`src/rtl/i2cee_pkg.sv`:
```
`timescale 1ns/1ps
package i2cee_pkg;

    localparam logic [3:0] DEV_CODE = 4'b1010;
    localparam int         PAGE_AW  = 6;

    typedef enum logic [2:0] {
        ST_IDLE,
        ST_CTRL,
        ST_AHI,
        ST_ALO,
        ST_WDAT,
        ST_RDAT
    } ee_state_e;

    typedef struct packed {
        logic scl;
        logic sda;
        logic scl_rise;
        logic scl_fall;
        logic start;
        logic stop;
    } bus_ev_t;

    function automatic logic ctrl_hit(input logic [7:0] b, input logic [1:0] strap);
        return (b[7:4] == DEV_CODE) && (b[2:1] == strap);
    endfunction

endpackage

```
`src/rtl/i2cee_bus_sense.sv`:
```
`timescale 1ns/1ps
module i2cee_bus_sense
    import i2cee_pkg::*;
#(
    parameter int SYNC_STAGES = 2
) (
    input  logic    clk,
    input  logic    rst,
    input  logic    scl_i,
    input  logic    sda_i,
    output bus_ev_t ev
);

    localparam int LINES = 2;

    logic [LINES-1:0] raw;
    logic [LINES-1:0] lvl;
    logic [LINES-1:0] dly;

    assign raw = {scl_i, sda_i};

    for (genvar g = 0; g < LINES; g++) begin : g_line
        logic [SYNC_STAGES-1:0] sy_q;
        logic                   d_q;
        always_ff @(posedge clk) begin
            if (rst) begin
                sy_q <= '1;
                d_q  <= 1'b1;
            end else begin
                sy_q <= {sy_q[SYNC_STAGES-2:0], raw[g]};
                d_q  <= sy_q[SYNC_STAGES-1];
            end
        end
        assign lvl[g] = sy_q[SYNC_STAGES-1];
        assign dly[g] = d_q;
    end

    always_comb begin
        ev.scl      = lvl[1];
        ev.sda      = lvl[0];
        ev.scl_rise = lvl[1] & ~dly[1];
        ev.scl_fall = ~lvl[1] & dly[1];
        ev.start    = lvl[1] & dly[1] & dly[0] & ~lvl[0];
        ev.stop     = lvl[1] & dly[1] & ~dly[0] & lvl[0];
    end

endmodule

```
`src/rtl/i2cee_store.sv`:
```
`timescale 1ns/1ps
module i2cee_store
    import i2cee_pkg::*;
#(
    parameter int BANK_AW      = 7,
    parameter int WRITE_CYCLES = 300
) (
    input  logic                        clk,
    input  logic                        rst,
    input  logic                        buf_clr,
    input  logic                        buf_we,
    input  logic [PAGE_AW-1:0]          buf_off,
    input  logic [7:0]                  buf_din,
    input  logic                        commit,
    input  logic [BANK_AW-PAGE_AW:0]    commit_page,
    input  logic [BANK_AW:0]            rd_addr,
    output logic [7:0]                  rd_data,
    output logic                        busy
);

    localparam int MEM_AW   = BANK_AW + 1;
    localparam int DEPTH    = 1 << MEM_AW;
    localparam int PAGE_N   = 1 << PAGE_AW;
    localparam int BUSY_LEN = (WRITE_CYCLES > PAGE_N) ? WRITE_CYCLES : PAGE_N;
    localparam int TW       = $clog2(BUSY_LEN + 1);

    logic [7:0]              mem_q  [DEPTH];
    logic [7:0]              pbuf_q [PAGE_N];
    logic [PAGE_N-1:0]       pmask_q;
    logic                    busy_q;
    logic [TW-1:0]           timer_q;
    logic [PAGE_AW:0]        idx_q;
    logic [BANK_AW-PAGE_AW:0] page_q;
    logic                    idx_live;

    assign idx_live = ~idx_q[PAGE_AW];
    assign rd_data  = mem_q[rd_addr];
    assign busy     = busy_q;

    always_ff @(posedge clk) begin
        if (buf_we) pbuf_q[buf_off] <= buf_din;
    end

    always_ff @(posedge clk) begin
        if (rst) begin
            pmask_q <= '0;
        end else if (buf_clr) begin
            pmask_q <= '0;
        end else if (buf_we) begin
            pmask_q[buf_off] <= 1'b1;
        end
    end

    always_ff @(posedge clk) begin
        if (rst) begin
            for (int i = 0; i < DEPTH; i++) mem_q[i] <= '0;
            busy_q  <= 1'b0;
            timer_q <= '0;
            idx_q   <= '0;
            page_q  <= '0;
        end else if (commit && !busy_q) begin
            busy_q  <= 1'b1;
            timer_q <= '0;
            idx_q   <= '0;
            page_q  <= commit_page;
        end else if (busy_q) begin
            timer_q <= timer_q + 1'b1;
            if (timer_q == TW'(BUSY_LEN - 1)) busy_q <= 1'b0;
            if (idx_live) begin
                if (pmask_q[idx_q[PAGE_AW-1:0]])
                    mem_q[{page_q, idx_q[PAGE_AW-1:0]}] <= pbuf_q[idx_q[PAGE_AW-1:0]];
                idx_q <= idx_q + 1'b1;
            end
        end
    end

endmodule

```
`src/rtl/i2cee_ctrl.sv`:
```
`timescale 1ns/1ps
module i2cee_ctrl
    import i2cee_pkg::*;
#(
    parameter int BANK_AW = 7
) (
    input  logic                      clk,
    input  logic                      rst,
    input  bus_ev_t                   ev,
    input  logic [1:0]                strap,
    input  logic                      busy,
    input  logic [7:0]                rd_data,
    output logic                      sda_oe,
    output logic                      buf_clr,
    output logic                      buf_we,
    output logic [PAGE_AW-1:0]        buf_off,
    output logic [7:0]                buf_din,
    output logic                      commit,
    output logic [BANK_AW-PAGE_AW:0]  commit_page,
    output logic [BANK_AW:0]          rd_addr
);

    ee_state_e          state_q;
    logic [3:0]         bit_q;
    logic               in_ack_q;
    logic [7:0]         sh_q;
    logic               oe_q;
    logic               ackgo_q;
    logic               bank_q;
    logic               rnw_q;
    logic [7:0]         hi_q;
    logic               pend_q;
    logic               mnak_q;
    logic [BANK_AW-1:0] cnt_q [2];
    logic               clr_q, we_q, commit_q;
    logic [PAGE_AW-1:0] off_q;
    logic [7:0]         din_q;

    logic [BANK_AW-1:0] cur;
    logic [14:0]        load_addr;

    assign cur       = cnt_q[bank_q];
    assign load_addr = {hi_q[6:0], sh_q};

    assign sda_oe      = oe_q;
    assign buf_clr     = clr_q;
    assign buf_we      = we_q;
    assign buf_off     = off_q;
    assign buf_din     = din_q;
    assign commit      = commit_q;
    assign commit_page = {bank_q, cur[BANK_AW-1:PAGE_AW]};
    assign rd_addr     = {bank_q, cur};

    function automatic logic [BANK_AW-1:0] page_step(input logic [BANK_AW-1:0] c);
        return {c[BANK_AW-1:PAGE_AW], c[PAGE_AW-1:0] + 1'b1};
    endfunction

    always_ff @(posedge clk) begin
        if (rst) begin
            state_q  <= ST_IDLE;
            bit_q    <= '0;
            in_ack_q <= 1'b0;
            sh_q     <= '0;
            oe_q     <= 1'b0;
            ackgo_q  <= 1'b0;
            bank_q   <= 1'b0;
            rnw_q    <= 1'b0;
            hi_q     <= '0;
            pend_q   <= 1'b0;
            mnak_q   <= 1'b0;
            cnt_q    <= '{default: '0};
            clr_q    <= 1'b0;
            we_q     <= 1'b0;
            commit_q <= 1'b0;
            off_q    <= '0;
            din_q    <= '0;
        end else begin
            clr_q    <= 1'b0;
            we_q     <= 1'b0;
            commit_q <= 1'b0;
            if (ev.start) begin
                state_q  <= ST_CTRL;
                bit_q    <= '0;
                in_ack_q <= 1'b0;
                oe_q     <= 1'b0;
                pend_q   <= 1'b0;
            end else if (ev.stop) begin
                state_q  <= ST_IDLE;
                bit_q    <= '0;
                in_ack_q <= 1'b0;
                oe_q     <= 1'b0;
                commit_q <= pend_q && (state_q == ST_WDAT);
                pend_q   <= 1'b0;
            end else if (state_q != ST_IDLE) begin
                if (ev.scl_rise) begin
                    if (in_ack_q) begin
                        if (state_q == ST_RDAT) mnak_q <= ev.sda;
                    end else begin
                        bit_q <= bit_q + 1'b1;
                        if (state_q != ST_RDAT) sh_q <= {sh_q[6:0], ev.sda};
                    end
                end else if (ev.scl_fall) begin
                    if (!in_ack_q && bit_q == 4'd8) begin
                        in_ack_q <= 1'b1;
                        case (state_q)
                            ST_CTRL: begin
                                ackgo_q <= ctrl_hit(sh_q, strap) && !busy;
                                oe_q    <= ctrl_hit(sh_q, strap) && !busy;
                                if (ctrl_hit(sh_q, strap) && !busy) begin
                                    bank_q <= sh_q[3];
                                    rnw_q  <= sh_q[0];
                                end
                            end
                            ST_AHI: begin
                                hi_q <= sh_q;
                                oe_q <= 1'b1;
                            end
                            ST_ALO: begin
                                cnt_q[bank_q] <= load_addr[BANK_AW-1:0];
                                clr_q         <= 1'b1;
                                oe_q          <= 1'b1;
                            end
                            ST_WDAT: begin
                                we_q          <= 1'b1;
                                off_q         <= cur[PAGE_AW-1:0];
                                din_q         <= sh_q;
                                cnt_q[bank_q] <= page_step(cur);
                                pend_q        <= 1'b1;
                                oe_q          <= 1'b1;
                            end
                            default: oe_q <= 1'b0;
                        endcase
                    end else if (in_ack_q) begin
                        in_ack_q <= 1'b0;
                        bit_q    <= '0;
                        oe_q     <= 1'b0;
                        case (state_q)
                            ST_CTRL: begin
                                if (!ackgo_q) begin
                                    state_q <= ST_IDLE;
                                end else if (rnw_q) begin
                                    state_q       <= ST_RDAT;
                                    sh_q          <= rd_data;
                                    oe_q          <= ~rd_data[7];
                                    cnt_q[bank_q] <= cur + 1'b1;
                                end else begin
                                    state_q <= ST_AHI;
                                end
                            end
                            ST_AHI:  state_q <= ST_ALO;
                            ST_ALO:  state_q <= ST_WDAT;
                            ST_WDAT: state_q <= ST_WDAT;
                            ST_RDAT: begin
                                if (mnak_q) begin
                                    state_q <= ST_IDLE;
                                end else begin
                                    sh_q          <= rd_data;
                                    oe_q          <= ~rd_data[7];
                                    cnt_q[bank_q] <= cur + 1'b1;
                                end
                            end
                            default: state_q <= ST_IDLE;
                        endcase
                    end else if (state_q == ST_RDAT && bit_q != 4'd0) begin
                        sh_q <= {sh_q[6:0], 1'b0};
                        oe_q <= ~sh_q[6];
                    end
                end
            end
        end
    end

endmodule

```
`src/rtl/i2cee_slave.sv`:
```
`timescale 1ns/1ps
module i2cee_slave
    import i2cee_pkg::*;
#(
    parameter int BANK_AW      = 7,
    parameter int WRITE_CYCLES = 300
) (
    input  logic       clk,
    input  logic       rst,
    input  logic       scl_i,
    input  logic       sda_i,
    input  logic [1:0] strap_i,
    output logic       sda_oe_o
);

    bus_ev_t                   bus_ev;
    logic                      buf_clr, buf_we, commit, mem_busy;
    logic [PAGE_AW-1:0]        buf_off;
    logic [7:0]                buf_din, rd_data;
    logic [BANK_AW-PAGE_AW:0]  commit_page;
    logic [BANK_AW:0]          rd_addr;
    logic                      scl_lvl, start_det, stop_det;

    assign scl_lvl   = bus_ev.scl;
    assign start_det = bus_ev.start;
    assign stop_det  = bus_ev.stop;

    i2cee_bus_sense #(.SYNC_STAGES(2)) sense_i (
        .clk   (clk),
        .rst   (rst),
        .scl_i (scl_i),
        .sda_i (sda_i),
        .ev    (bus_ev)
    );

    i2cee_ctrl #(.BANK_AW(BANK_AW)) ctrl_i (
        .clk         (clk),
        .rst         (rst),
        .ev          (bus_ev),
        .strap       (strap_i),
        .busy        (mem_busy),
        .rd_data     (rd_data),
        .sda_oe      (sda_oe_o),
        .buf_clr     (buf_clr),
        .buf_we      (buf_we),
        .buf_off     (buf_off),
        .buf_din     (buf_din),
        .commit      (commit),
        .commit_page (commit_page),
        .rd_addr     (rd_addr)
    );

    i2cee_store #(.BANK_AW(BANK_AW), .WRITE_CYCLES(WRITE_CYCLES)) store_i (
        .clk         (clk),
        .rst         (rst),
        .buf_clr     (buf_clr),
        .buf_we      (buf_we),
        .buf_off     (buf_off),
        .buf_din     (buf_din),
        .commit      (commit),
        .commit_page (commit_page),
        .rd_addr     (rd_addr),
        .rd_data     (rd_data),
        .busy        (mem_busy)
    );

endmodule

```
`config.mk`:
```
export PLATFORM = sky130hd
export DESIGN_NAME = i2cee_slave
export DESIGN_NICKNAME = d
export VERILOG_FILES = /design/src/rtl/i2cee_pkg.sv /design/src/rtl/i2cee_bus_sense.sv /design/src/rtl/i2cee_store.sv /design/src/rtl/i2cee_ctrl.sv /design/src/rtl/i2cee_slave.sv
export SDC_FILE = /design/constraint.sdc
export NUM_CORES = 2
export LEC_CHECK = 0
export BUFFER_PORTS_ARGS = -buffer_cell sky130_fd_sc_hd__buf_2
export CAP_MARGIN = 20
export CORE_ASPECT_RATIO = 0.7
export CORE_UTILIZATION = 40
export DETAILED_ROUTE_END_ITERATION = 10
export SKIP_CTS_REPAIR_TIMING = 1
export SLEW_MARGIN = 5
export SYNTH_ARGS = -nofsm -noshare
export SYNTH_HDL_FRONTEND = slang
export SYNTH_SLANG_ARGS = --single-unit
```
`constraint.sdc`:
```
create_clock -name clk -period 4.82 [get_ports clk]
set_clock_uncertainty 0.2 [all_clocks]
set_input_delay 0.723 -clock clk [delete_from_list [all_inputs] [get_ports clk]]
set_output_delay 0.723 -clock clk [all_outputs]
set_load 0.005 [all_outputs]
```
==> results.yml <==
pwr:
  power_density_nw_per_um2: 365
  power_frac_seq_pct: 54.9
  switchingPower_mw: 10.2
  power.internal_mw: 38.6
  irDropWorstVdd_mv: 0.262
  clockPowerShare_pct: 43.0
  power_frac_comb_pct: 2.1
  p_leak_nw: 44.3
  swShare_pct: 20.9
  fin_total_pwr_mw: 48.8
floorplanning:
  initial_core_util_pct: 40.3
  die_width_um: 651
  dieHeight_um: 457
  rows: 166
  dieArea_um2: 297000
  io_pins: 7
  core-area_um2: 293000
logic_synthesis:
  muxShareOfSynthArea_pct: 6.63
  synthSimpleGateAreaFrac_pct: 18.1
  synth_xor_area_share_pct: 0.163
  async_reset_ff_share_pct: 0
  synth-edff-count: 2560
  synth_fp_nets: 9937
  synth-adder-area-share_pct: 0.117
  synth_cells: 9920
  syn_area_per_cell_um2: 11.9
  ys.flop_type: "edfxtp_1"
  yosysSeqAreaShare_pct: 67.6
  synth.cell_area_um2: 118000
  synth_compound_gate_area_share_pct: 4.74
  synth_seq_cells: 2708
  synth_top_family_by_area: "simple AND/OR/NAND/NOR gates"
  ys_warn_count: 0
  yosysUniqueCellTypes: 75
critical_path:
  critPathCaptureType: "register"
  crit_arrival_ns: 5.22
  critPathLaunch: "ctrl_i.bank_q"
  r2r_start: "ctrl_i.bank_q"
  required_ns: 5.38
  path_max_fanout: 48
  critPathLaunchType: "register"
  path_class: "register to register"
sta:
  rsz0062_at_grt: "false"
  finalCritPeriodShare_pct: 96.8
  fin_ws_ns: 0.155
  hold_viol: 0
  drv_slew: 0
  setup_viol: 0
  whs_ns: 0.253
  min_period_ns: 4.66
  clock.fmax_mhz: 214
  worst_pin_slew_ns: 1.19
  fin_tns_setup_ns: 0
  slew_headroom_pct: 20.6
final_layout:
  design_area_um2: 134000
  nNetsFinal: 9900
  drive_above_1_share_pct: 12.3
  finish.utilization_pct: 45.6
  areaGrowthSynthToFinish_pct: 13.1
  instances_no_fill: 14026
job:
  drv.max_cap_violation_count: 0
clock_tree:
  clockRootBuffer: "clkbuf_16"
  clockBufferDepth: 4
  cts.clk_slew.worst_paths_ns: 0.07
  cts_sinks: 2708
  cts_tree: "yes"
  numCtsBuffers: 270
  clkLatencyLatePin_ns: 0.88
  cts_max_level: 5
place:
  portBuffers: 6
  post-place-ws_ns: 0.150
  placed_area_um2: 125000
  place_inst: 13532
  gp_congestion: 0.930
  dp_hpwl_um: 245000
drt:
  vias_per_cell: 5.89
  wire_per_inst_um: 26.9
  drt_iter0_markers: 12639
  drt_wl_total_um: 378000
  drc: 0
  ant_nets: 0
  vias: 82558
  dr.pass1.iters: 8
status:
  status: "finished clean"
worst_hold_path:
  hp-start: "ctrl_i.pend_q"
  min_path_type: "register to register"
global_routing:
  grt_util_all_layers_pct: 24.7
  grt_pass1_wl_um: 543000
  grt_pass1_vias: 77613
  grt_start_max_net_pins: 109
  overflow: 0
  grt_antenna_before_repair: 14
cells by family (layout without fill, tap and decap cells):
group           count (synthesis)  after routing
compound gates                840            840
xor+xnor                       22             22
fa+ha+maj                      11             11
buf+inv                       755            912
flops                        2708           2708
mux                           527            527
other cells                     0              1
simple gates                 5057           5057
flip-flops by register name, summed over array words and instances (netlist names), 2 cells and up, named ones only:
register	cells
store_i.mem_q	2048
store_i.pbuf_q	512
store_i.pmask_q	64
ctrl_i.cnt_q	14
store_i.timer_q	9
ctrl_i.buf_din	8
ctrl_i.sh_q	8
store_i.idx_q	7
ctrl_i.buf_off	6
ctrl_i.bit_q	4
sense_i.g_line.sy_q	4
ctrl_i.state_q	3
sense_i.g_line.d_q	2
store_i.page_q	2
cells in the final DEF (no fill, tap or decap), types with 139 or more instances in the layout:
| cell | synthesis | layout |
|---|---|---|
| edfxtp_1 | 2560 | 2560 |
| clkbuf_16 | 0 | 276 |
| a21oi_1 | 336 | 333 |
| nor2_1 | 2215 | 2192 |
| mux2i_1 | 314 | 311 |
| nand2_2 | 139 | 139 |
| nand2_1 | 1550 | 1550 |
| nand2b_1 | 259 | 259 |
| nand3_1 | 682 | 682 |
| mux4_2 | 202 | 202 |
| buf_4 | 15 | 302 |
critical path, stage by stage, from the launching register on:
cell and delay (ns):
dfxtp_2 0.37, buf_4 0.31, mux2i_4 0.45, inv_8 0.24, buf_12 0.24, mux4_2 0.32
a2111oi_0 0.98, buf_4 0.26, o311ai_1 0.21, a221o_1 0.40, buf_12 0.16, a221oi_1 0.30
nor3_1 0.08
power groups by stage:
stage / clock network, mW / logic (mW) / registers, mW
2_1_floorplan: 0 / 0.653 / 27.1
3_3_place_gp: 0 / 0.959 / 27.2
3_5_place_dp: 0 / 0.993 / 27.3
4_1_cts: 21.1 / 0.996 / 26.8
5_1_grt: 22.0 / 1.10 / 26.8
6_report: 21.0 / 1.02 / 26.8
cells in the mapped netlist (all sizes together), types with 18 or more instances:
master | number | share of area [%]
o21a | 65 | 0.41
nor3 | 49 | 0.21
edfxtp | 2560 | 65
and3 | 25 | 0.13
nand3 | 696 | 3.0
a21oi | 336 | 1.4
o21ai | 50 | 0.23
nor2 | 2215 | 7.0
dfxtp | 148 | 2.5
clkbuf | 433 | 1.4
a31oi | 35 | 0.19
a32o | 32 | 0.27
a211oi | 30 | 0.19
o22ai | 46 | 0.24
a2111oi | 18 | 0.13
buf | 312 | 1.2
nand2 | 1689 | 5.7
or2 | 19 | 0.10
mux2i | 315 | 2.7
nand4 | 23 | 0.12
nor4 | 31 | 0.16
nand2b | 259 | 1.4
mux4 | 202 | 3.9
o221ai | 102 | 0.76
cell type report:
class / instances / area [um2]
sequential: 2708 / 79900
multi-input combinational: 6457 / 35600
clock inverter: 110 / 1170
timing repair buffer: 436 / 4740
tap: 3948 / 4940
inverter: 10 / 61.3
antenna: 1 / 2.50
clock buffer: 356 / 7250
fill: 26238 / 159000
layer usage:
metal | routed length [um] | share of wire [%] | vias up | GRT usage (%)
met4 | 9930 | 2.6 | 12 | 6.50
met2 | 156000 | 41 | 5323 | 34.5
met1 | 161000 | 43 | 41273 | 37.7
li1 | - | - | 35333 | -
met5 | 93 | 0.025 | - | 0
met3 | 50600 | 13 | 617 | 6.71
final timing paths:
check | to | slack [ns] | cells past startpoint
hold / removal | ctrl_i.commit | 0.25 | 2
setup reg to reg | ctrl_i.sh_q[3] | 0.16 | 12
hold reg to reg | ctrl_i.commit | 0.25 | 2
setup / recovery | ctrl_i.sh_q[3] | 0.16 | 12
Note: power is estimated with default switching activity, not from simulation.
